==> config.mk <==
export PLATFORM = sky130hd
export DESIGN_NAME = i2c_mem_slave
export DESIGN_NICKNAME = d
export VERILOG_FILES = /design/src/rtl/i2cm_pkg.sv /design/src/rtl/i2cm_line_sync.sv /design/src/rtl/i2cm_shreg.sv /design/src/rtl/i2cm_addr_ctr.sv /design/src/rtl/i2c_mem_slave.sv
export SDC_FILE = /design/constraint.sdc
export NUM_CORES = 1
export LEC_CHECK = 0
export ABC_AREA = 1
export BUFFER_PORTS_ARGS = -buffer_cell sky130_fd_sc_hd__buf_2
export CELL_PAD_IN_SITES_DETAIL_PLACEMENT = 1
export CELL_PAD_IN_SITES_GLOBAL_PLACEMENT = 1
export CORE_MARGIN = 2
export CORE_UTILIZATION = 40
export DETAILED_ROUTE_END_ITERATION = 10
export PLACE_DENSITY = 0.87
export SYNTH_ARGS = -nofsm -noshare
export SYNTH_HDL_FRONTEND = slang
export SYNTH_HIERARCHICAL = 1
export SYNTH_SLANG_ARGS = --single-unit
==> constraint.sdc <==
create_clock -name clk -period 2.9 [get_ports clk]
set_input_delay 0.58 -clock clk [delete_from_list [all_inputs] [get_ports clk]]
set_output_delay 0.58 -clock clk [all_outputs]
set_load 0.005 [all_outputs]
==> src/rtl/i2cm_pkg.sv <==
package i2cm_pkg;
    typedef enum logic [3:0] {
        ST_IDLE,
        ST_DEV,
        ST_DEV_ACK,
        ST_HI,
        ST_HI_ACK,
        ST_LO,
        ST_LO_ACK,
        ST_WDAT,
        ST_WR_ACK,
        ST_TX,
        ST_MACK,
        ST_SKIP
    } slv_state_t;
endpackage

==> src/rtl/i2cm_line_sync.sv <==
module i2cm_line_sync #(
    parameter int STAGES = 2
) (
    input  logic clk,
    input  logic rst_n,
    input  logic scl_i,
    input  logic sda_i,
    output logic scl_s,
    output logic sda_s,
    output logic scl_rise,
    output logic scl_fall,
    output logic start_p,
    output logic stop_p
);
    logic [STAGES-1:0] scl_ff, sda_ff;
    logic              scl_d, sda_d;

    generate
        if (STAGES == 1) begin : g_one
            always_ff @(posedge clk) begin
                if (!rst_n) begin
                    scl_ff <= '1;
                    sda_ff <= '1;
                end else begin
                    scl_ff[0] <= scl_i;
                    sda_ff[0] <= sda_i;
                end
            end
        end else begin : g_chain
            always_ff @(posedge clk) begin
                if (!rst_n) begin
                    scl_ff <= '1;
                    sda_ff <= '1;
                end else begin
                    scl_ff <= {scl_ff[STAGES-2:0], scl_i};
                    sda_ff <= {sda_ff[STAGES-2:0], sda_i};
                end
            end
        end
    endgenerate

    assign scl_s = scl_ff[STAGES-1];
    assign sda_s = sda_ff[STAGES-1];

    always_ff @(posedge clk) begin
        if (!rst_n) begin
            scl_d <= 1'b1;
            sda_d <= 1'b1;
        end else begin
            scl_d <= scl_s;
            sda_d <= sda_s;
        end
    end

    assign scl_rise = scl_s & ~scl_d;
    assign scl_fall = ~scl_s & scl_d;
    assign start_p  = scl_s & scl_d & sda_d & ~sda_s;
    assign stop_p   = scl_s & scl_d & ~sda_d & sda_s;
endmodule

==> src/rtl/i2cm_shreg.sv <==
module i2cm_shreg #(
    parameter int W = 8,
    localparam int CW = $clog2(W + 1)
) (
    input  logic          clk,
    input  logic          rst_n,
    input  logic          clr,
    input  logic          rx,
    input  logic          rx_bit,
    input  logic          tx,
    input  logic          tick,
    input  logic          load,
    input  logic [W-1:0]  load_val,
    output logic [W-1:0]  data,
    output logic [CW-1:0] cnt
);
    always_ff @(posedge clk) begin
        if (!rst_n) begin
            data <= '0;
            cnt  <= '0;
        end else begin
            if (load)    data <= load_val;
            else if (rx) data <= {data[W-2:0], rx_bit};
            else if (tx) data <= {data[W-2:0], 1'b0};
            if (clr)             cnt <= '0;
            else if (rx || tick) cnt <= cnt + 1'b1;
        end
    end
endmodule

==> src/rtl/i2cm_addr_ctr.sv <==
module i2cm_addr_ctr #(
    parameter int AW = 13
) (
    input  logic          clk,
    input  logic          rst_n,
    input  logic          load,
    input  logic [AW-1:0] load_val,
    input  logic          inc,
    output logic [AW-1:0] ctr
);
    always_ff @(posedge clk) begin
        if (!rst_n)    ctr <= '0;
        else if (load) ctr <= load_val;
        else if (inc)  ctr <= ctr + 1'b1;
    end

    // one step per increment, top address folds back to zero
    a_r9_wrap_step: assert property (@(posedge clk) disable iff (!rst_n)
        (inc && !load) |=> (ctr == (($past(ctr) == {AW{1'b1}}) ? '0 : $past(ctr) + 1'b1)));
endmodule

==> src/rtl/i2c_mem_slave.sv <==
module i2c_mem_slave
    import i2cm_pkg::*;
#(
    parameter int          MEM_BYTES   = 8192,
    parameter logic [6:0]  DEV_ADDR    = 7'h50,
    parameter int          SYNC_STAGES = 2,
    localparam int         AW          = $clog2(MEM_BYTES),
    localparam int         HI_BITS     = AW - 8
) (
    input  logic          clk,
    input  logic          rst_n,
    input  logic          scl_i,
    input  logic          sda_i,
    output logic          sda_oe,
    output logic [AW-1:0] mem_addr,
    output logic          mem_re,
    output logic          mem_we,
    output logic [7:0]    mem_wdata,
    input  logic [7:0]    mem_rdata
);
    slv_state_t st, st_n;
    logic       scl_s, sda_s, scl_rise, scl_fall, start_p, stop_p;
    logic [7:0] sh_data;
    logic [3:0] sh_cnt;
    logic       sh_clr, sh_rx, sh_tx, sh_tick;
    logic [AW-1:0] ctr;
    logic       ctr_load, ctr_inc;
    logic [7:0] hi_q;
    logic       rd_mode, re_d;
    logic       oe_n, rd_req, wr_req, hi_cap, mode_cap;
    logic       byte_done;

    i2cm_line_sync #(.STAGES(SYNC_STAGES)) u_sync (
        .clk(clk), .rst_n(rst_n), .scl_i(scl_i), .sda_i(sda_i),
        .scl_s(scl_s), .sda_s(sda_s), .scl_rise(scl_rise), .scl_fall(scl_fall),
        .start_p(start_p), .stop_p(stop_p)
    );

    i2cm_shreg #(.W(8)) u_sh (
        .clk(clk), .rst_n(rst_n), .clr(sh_clr), .rx(sh_rx), .rx_bit(sda_s),
        .tx(sh_tx), .tick(sh_tick), .load(re_d), .load_val(mem_rdata),
        .data(sh_data), .cnt(sh_cnt)
    );

    i2cm_addr_ctr #(.AW(AW)) u_ctr (
        .clk(clk), .rst_n(rst_n), .load(ctr_load),
        .load_val({hi_q[HI_BITS-1:0], sh_data}), .inc(ctr_inc), .ctr(ctr)
    );

    assign byte_done = scl_fall && (sh_cnt == 4'd8);

    // next state and control decode
    always_comb begin
        st_n     = st;
        oe_n     = sda_oe;
        sh_clr   = 1'b0;
        sh_rx    = 1'b0;
        sh_tx    = 1'b0;
        sh_tick  = 1'b0;
        ctr_load = 1'b0;
        ctr_inc  = 1'b0;
        rd_req   = 1'b0;
        wr_req   = 1'b0;
        hi_cap   = 1'b0;
        mode_cap = 1'b0;
        if (stop_p) begin
            st_n = ST_IDLE;
            oe_n = 1'b0;
        end else if (start_p) begin
            st_n   = ST_DEV;
            oe_n   = 1'b0;
            sh_clr = 1'b1;
        end else begin
            unique case (st)
                ST_DEV: begin
                    if (scl_rise) sh_rx = 1'b1;
                    else if (byte_done) begin
                        sh_clr = 1'b1;
                        if (sh_data[7:1] == DEV_ADDR) begin
                            oe_n     = 1'b1;
                            st_n     = ST_DEV_ACK;
                            mode_cap = 1'b1;
                            if (sh_data[0]) begin
                                rd_req  = 1'b1;
                                ctr_inc = 1'b1;
                            end
                        end else begin
                            st_n = ST_SKIP;
                        end
                    end
                end
                ST_HI: begin
                    if (scl_rise) sh_rx = 1'b1;
                    else if (byte_done) begin
                        sh_clr = 1'b1;
                        hi_cap = 1'b1;
                        oe_n   = 1'b1;
                        st_n   = ST_HI_ACK;
                    end
                end
                ST_LO: begin
                    if (scl_rise) sh_rx = 1'b1;
                    else if (byte_done) begin
                        sh_clr   = 1'b1;
                        ctr_load = 1'b1;
                        oe_n     = 1'b1;
                        st_n     = ST_LO_ACK;
                    end
                end
                ST_WDAT: begin
                    if (scl_rise) sh_rx = 1'b1;
                    else if (byte_done) begin
                        sh_clr  = 1'b1;
                        wr_req  = 1'b1;
                        ctr_inc = 1'b1;
                        oe_n    = 1'b1;
                        st_n    = ST_WR_ACK;
                    end
                end
                ST_DEV_ACK: begin
                    if (scl_fall) begin
                        if (rd_mode) begin
                            st_n = ST_TX;
                            oe_n = ~sh_data[7];
                        end else begin
                            st_n = ST_HI;
                            oe_n = 1'b0;
                        end
                    end
                end
                ST_HI_ACK: begin
                    if (scl_fall) begin
                        st_n = ST_LO;
                        oe_n = 1'b0;
                    end
                end
                ST_LO_ACK, ST_WR_ACK: begin
                    if (scl_fall) begin
                        st_n = ST_WDAT;
                        oe_n = 1'b0;
                    end
                end
                ST_TX: begin
                    if (scl_rise) sh_tick = 1'b1;
                    else if (scl_fall) begin
                        if (sh_cnt == 4'd8) begin
                            sh_clr = 1'b1;
                            oe_n   = 1'b0;
                            st_n   = ST_MACK;
                        end else begin
                            sh_tx = 1'b1;
                            oe_n  = ~sh_data[6];
                        end
                    end
                end
                ST_MACK: begin
                    if (scl_rise) begin
                        if (!sda_s) begin
                            rd_req  = 1'b1;
                            ctr_inc = 1'b1;
                        end else begin
                            st_n = ST_SKIP;
                        end
                    end else if (scl_fall) begin
                        st_n = ST_TX;
                        oe_n = ~sh_data[7];
                    end
                end
                default: ;
            endcase
        end
    end

    // state register and captured fields
    always_ff @(posedge clk) begin
        if (!rst_n) begin
            st      <= ST_IDLE;
            hi_q    <= '0;
            rd_mode <= 1'b0;
            re_d    <= 1'b0;
        end else begin
            st   <= st_n;
            re_d <= mem_re;
            if (hi_cap)   hi_q    <= sh_data;
            if (mode_cap) rd_mode <= sh_data[0];
        end
    end

    // registered outputs
    always_ff @(posedge clk) begin
        if (!rst_n) begin
            sda_oe    <= 1'b0;
            mem_re    <= 1'b0;
            mem_we    <= 1'b0;
            mem_addr  <= '0;
            mem_wdata <= '0;
        end else begin
            sda_oe <= oe_n;
            mem_re <= rd_req;
            mem_we <= wr_req;
            if (rd_req || wr_req) mem_addr <= ctr;
            if (wr_req)           mem_wdata <= sh_data;
        end
    end

    // drive changes only follow an SCL-low sample
    a_r11_drive_scl_low: assert property (@(posedge clk) disable iff (!rst_n)
        ((sda_oe != $past(sda_oe)) && !$past(start_p) && !$past(stop_p)) |-> !$past(scl_s));

    // a non-addressed device stays off the line
    a_r3_skip_silent: assert property (@(posedge clk) disable iff (!rst_n)
        (st == ST_SKIP) |-> !sda_oe);

    // loading the counter never stores data
    a_r4_load_no_write: assert property (@(posedge clk) disable iff (!rst_n)
        ctr_load |=> !mem_we);

    // memory port carries one access at a time
    a_r8_port_excl: assert property (@(posedge clk) disable iff (!rst_n)
        $onehot0({mem_re, mem_we}));

    // STOP leaves the line released
    a_r2_stop_release: assert property (@(posedge clk) disable iff (!rst_n)
        stop_p |=> !sda_oe);
endmodule

======== After elaboration in Yosys (flattened, before gate mapping) ========
Index checks and enable logic that the tools add are counted.
word-level totals
  register bits after elaboration ......... 66
  input port bits ......................... 12
  output and inout bits ................... 24
  logic and storage cells ................. 189
operators by class
  add/sub/neg operators ................... 2
  equality and inequality tests ........... 50
  muxes and demuxes ....................... 88
  bitwise gates (word level) .............. 14
  reductions and logical operators ........ 18
operator list
  operator                 count
  $mux W4                  19
  $mux W1                  59
  $ne A3 B3 Y1 const B     15
  $ne A2 B2 Y1 const B     18
  $pmux W4 S9              1
  $reduce_and A17 Y1       2
  $mux W13                 2
  $mux W8                  3
  $eq A4 B3 Y1 const B     4
  $eq A4 B4 Y1 const B     4
  $add A13 B1 Y13 const B  1
  $reduce_and A12 Y1       1
  $reduce_bool A10 Y1      1
  $reduce_bool A9 Y1       1
  $reduce_or A3 Y1         3
  $eq A4 B2 Y1 const B     2
  $and A1 B1 Y1            7
  $eq A7 B7 Y1 const B     1
  $not A1 Y1               7
  $pmux W1 S6              1
  $reduce_bool A6 Y1       1
  $reduce_or A2 Y1         3
  $add A4 B1 Y4 const B    1
  $eq A4 B1 Y1 const B     1
  11 further kinds         14

======== Longest topological paths before layout ========
  depth after elaboration ................. 10
  mapped depth ............................ 16
  depth with buffers taken out ............ 16

======== Cells and area by module ========
Netlist, hierarchy kept.
by module, submodules not included
  module          times used  cells each  area each (µm²)  seq. area each (µm²)
  i2c_mem_slave   1           270         1853.0           700.7
  i2cm_addr_ctr   1           115         798.3            260.2
  i2cm_shreg      1           89          595.6            240.2
  i2cm_line_sync  1           27          198.9            120.1

======== Least setup slack after synthesis ========
Ideal clock, no wire load.
  path kind ............................... reg2reg
  from .................................... reg u_sync.sda_ff[1]
  to ...................................... reg u_ctr.ctr[4]
  library setup time ...................... 0.122 ns
  arrival ................................. 1.911 ns
  required time ........................... 2.778 ns
  path slack .............................. 0.868 ns
  stages on the path, launching flop included .. 14
  buffers on the path ..................... 0
  clock period less this slack ............ 2.032 ns
  cell sequence ........................... dfxtp_1 > inv_1 > nand2_1 > nor2_1 > nor2_1 > inv_1 > nor3_4 > inv_2 > nand2_1 > inv_1 > nand2_1 > clkinv_1 > a22oi_1 > a21oi_1
on the way
  elaborated cells on any way between the ends .. 12
  classes of those cells .................. mux (8); bitwise (3); reduce/logical (1)
RTL lines
  what                                 line                  source
  start, declared                      i2cm_line_sync.sv:15  logic [STAGES-1:0] scl_ff, sda_ff;
  start signal, assigned               i2cm_line_sync.sv:36  sda_ff <= {sda_ff[STAGES-2:0], sda_i};
  $not A1 Y1                           i2cm_line_sync.sv:57  assign start_p = scl_s & scl_d & sda_d & ~sda_s;
  $and A1 B1 Y1                        i2cm_line_sync.sv:57
  via start_p                          i2c_mem_slave.sv:22   logic scl_s, sda_s, scl_rise, scl_fall, start_p, stop_p;
  $mux W1                              i2c_mem_slave.sv:69   end else if (start_p) begin
  $mux W1                              i2c_mem_slave.sv:66   if (stop_p) begin
  via ctr_inc                          i2c_mem_slave.sv:27   logic ctr_load, ctr_inc;
  $reduce_bool A2 Y1 (no source line)  -
  end signal, assigned                 i2cm_addr_ctr.sv:13   else if (load) ctr <= load_val;
  end signal, assigned                 i2cm_addr_ctr.sv:14   else if (inc) ctr <= ctr + 1'b1;
  end, declared                        i2cm_addr_ctr.sv:9    output logic [AW-1:0] ctr
The timed path passes the listed nets, and every way through them passes these cells.
A chain may end at the register's enable or synchronous reset.

======== Worst setup path in the final report ========
  from .................................... reg u_sync.sda_ff[1]
  to ...................................... reg u_ctr.ctr[7]
Same word-level chain as after synthesis.

==> impl_metrics.csv <==
group,metric,value,unit
outcome,outcome,"finished clean",
critical_path,critPathKind,"reg2reg",
synthesis,seq_area_frac_synth,38.34,%
grt,grt_max_degree,35,
detailed_routing,wire_per_inst,15.24,um
pwr,p_seq_share,52.9,%
floorplan,rows,33,
clocking,cts_resized,0,
clocking,cts-root-buf,"clkbuf_8",
clocking,clock_latency,0.34,ns
cells_and_area,diodes,0,
synthesis,synth-async-reset-ratio,0,%
cells_and_area,drive_gt1_share,16.57,%
clocking,cts_tree,"done",
synthesis,syn_area,0.003446,mm^2
synthesis,synth_top_area_share,38.34,%
clocking,htree_levels,3,
hold_path,hold_class,"reg2reg",
critical_path,ff2ff_setup_slack,0.46,ns
synthesis,synth_top_flop_cell,"dfxtp_1",
grt,antenna_found_initial,0,
grt,overflow,0,
placement,dpl.hpwl,7262,um
synthesis,syn_inst,501,
pwr,share_comb_of_total_power,5.9,%
critical_path,critPathLaunchType,"flip-flop",
critical_path,worst-path-stages,13,
synthesis,yosysMostFrequentCell,"nand2_1",
hold_path,holdPathStages,2,
sta,fin_crit_sh,84.21,%
synthesis,syn-num-nets,515,
detailed_routing,ant_nets,0,
clocking,clockBufferDepth,2,
floorplan,coreArea,0.008299,mm^2
pwr,p_int,1314,uW
pwr,ir_worst_vdd,0.0002588,V
pwr,p_clk_share,41.2,%
pwr,pwr_density_cell,448.7,mW/mm^2
grt,grt_usage,21.54,%
floorplan,die_h,96.82,um
critical_path,critPathMaxStageDelay,0.39,ns
sta,final-setup-viol-count,0,
cells_and_area,fin_area,0.003881,mm^2
floorplan,start_util,41.52,%
floorplan,dieArea,0.009373,mm^2
detailed_routing,vias,3419,
detailed_routing,vias_per_cell,5.276,
clocking,cts_hold_buf,0,
hold_path,hold_path_end,"u_sync/scl_ff[1]",
pwr,finalPower,1742,uW
clocking,path_clk_slew,0.07,ns
floorplan,ios,36,
grt,grt_pass1_vias,3449,
critical_path,crit_path_end_kind,"flip-flop",
placement,dpl-instance-area,0.003696,mm^2
sta,post-route-min-period,2.442,ns
cells_and_area,multiInputGateArea,0.001815,mm^2
grt,grt_pass1_wl,16780,um
synthesis,synth_edf_count,0,
cells_and_area,fin_nets,554,
critical_path,r2r_cells,13,
detailed_routing,post-route-drc-count,0,
sta,rsz0062_at_grt,"no",
critical_path,crit_chain,"inv_1, nand2_1, nor2_1, nor2_1, inv_1, nor3_4, inv_2, nand2_1, inv_1, nand2_1, clkinv_1, a22oi_1, a21oi_1",
pwr,switching_share,24.55,%
synthesis,yosys-top-cells-count,"105 x nand2_1, 84 x nor2_1, 66 x dfxtp_1",
clocking,cts_sinks,66,
sta,worst_pin_slew,0.6896,ns
sta,clock.fmax,409.5,MHz
clocking,cts_buffers,9,
cells_and_area,seq_area,0.001321,mm^2
floorplan,die_w,96.82,um
hold_path,min_from,"u_sync/scl_ff[0]",
synthesis,synth-seq-cells,66,
detailed_routing,routed_wl,9878,um
synthesis,ys_warn_count,6,
sta,hold_viol,0,
placement,port_buffers,35,
critical_path,cp_max_fo,10,
sta,fin_setup_tns,0,ns
detailed_routing,drt_iter0_markers,147,
critical_path,crit_path_top_delay_cell,"dfxtp_1",
pwr,power_switching,427.6,uW
cells_and_area,area_growth,12.64,%
synthesis,syn_avg_cell_area,6.878,um^2
cells_and_area,nFillCells,1129,
critical_path,worstReg2RegStart,"u_sync/sda_ff[1]",
synthesis,yosys-top-cells-area,"dfxtp_1 38%, nand2_1 11%, nor2_1 9.2%",
sta,slew_viol_final,0,
critical_path,required,3.12,ns
critical_path,cp_top_family,"simple AND/OR/NAND/NOR gates",
placement,routabilityCongestion,0.8850,
critical_path,r2r-end,"u_ctr/ctr[7]",
pwr,p_leak,0.001801,uW
job,drv_cap,0,
critical_path,crit_buf_inv,5,
critical_path,cp.arrival,2.67,ns
synthesis,yosys.area.top_type,"dfxtp_1",
sta,relSlewSlack,54.03,%
detailed_routing,first_pass_iters,4,
sta,skew,0.007471,ns
synthesis,synth_cell_types,37,
-- metal layers --
metal  global-route usage [%]  vias up  part of all wire (%)
li1                         -     1706                     -
met1                    28.46     1613                    47
met2                    35.84       81                    47
met3                    4.046       19                   4.0
met4                    6.284        0                   1.5
met5                        0        -                     0
-- worst max path at each step --
stage                     startpoint             to
finish              u_sync/sda_ff[1]   u_ctr/ctr[7]
global route        u_sync/sda_ff[1]   u_ctr/ctr[7]
CTS                 u_sync/sda_ff[1]   u_ctr/ctr[7]
detailed placement  u_sync/sda_ff[1]   u_ctr/ctr[7]
global placement    u_sync/sda_ff[1]  u_ctr/ctr[10]
floorplan           u_sync/sda_ff[1]   u_ctr/ctr[4]
-- cell families (layout without fill, tap and decap cells) --
| family | after synthesis | after routing | synth area share (%) |
|---|---|---|---|
| adder cells (fa/ha/maj) | 2 | 2 | 0.7261 |
| AND/OR/NAND/NOR | 267 | 267 | 35.95 |
| AO/OA/AOI/OAI | 92 | 92 | 15.00 |
| buffers and inverters | 70 | 112 | 8.968 |
| XOR/XNOR | 4 | 4 | 1.017 |
| flip-flops | 66 | 66 | 38.34 |
-- worst min-delay path, delay by kind of cell (launching register included) --
family	cells	cell delay, ns
AND/OR/NAND/NOR	1	0.04
flip-flops	1	0.31
buffers and inverters	1	0.03
-- timing repair --
action,4_1_cts,5_1_grt
endpoints found under the setup margin,0,8
setup buffers,0,1
hold endpoints to repair,0,0
-- layout make-up --
type,count,share of cell area [%]
Clock inverter,2,0.3224
Inverter,60,6.125
Multi-Input combinational cell,365,46.78
Sequential cell,66,34.04
Timing Repair Buffer,38,5.094
Tap cell,105,3.385
Clock buffer,12,4.255
-- per-stage QoR --
| stage | hold slack, ns | instances | util, % | setup WS [ns] |
|---|---|---|---|---|
| global placement | 0.3843 | 633 | 44.53 | 0.6052 |
| floorplan | 0.3795 | 501 | - | 0.8679 |
| detailed placement | 0.3930 | 633 | 44.53 | 0.3875 |
| global route | 0.4266 | 648 | 46.77 | 0.1388 |
| CTS | 0.4011 | 647 | 46.68 | 0.3116 |
| finish | 0.4066 | 648 | 46.77 | 0.4578 |
-- registers in the layout, indices dropped and copies added, names as in the netlist, 4 cells and up --
signal,cells
u_sh/cnt,4
u_ctr/ctr,13
hi_q,5
mem_addr,13
st,4
u_sh/data,8
mem_wdata,8
-- power by group through the flow --
stage,clock (uW),sequential (uW),combinational [uW]
floorplan,0,939,75.8
global route,775,922,117
detailed placement,0,942,102
global placement,0,941,98.3
CTS,731,921,103
finish,717,921,103
-- placed cells by master, fill, tap and decap left out, types with 7 or more instances in the layout --
cell type  count
nand3b_1      13
nand3_1       30
a21oi_1       43
nor2_1        84
a22oi_1        9
inv_1         43
nand2_2        7
inv_2         11
clkbuf_8      12
nand2_1      105
buf_2         35
o21ai_0       30
dfxtp_1       66
Note: power is estimated with default switching activity, not from simulation.
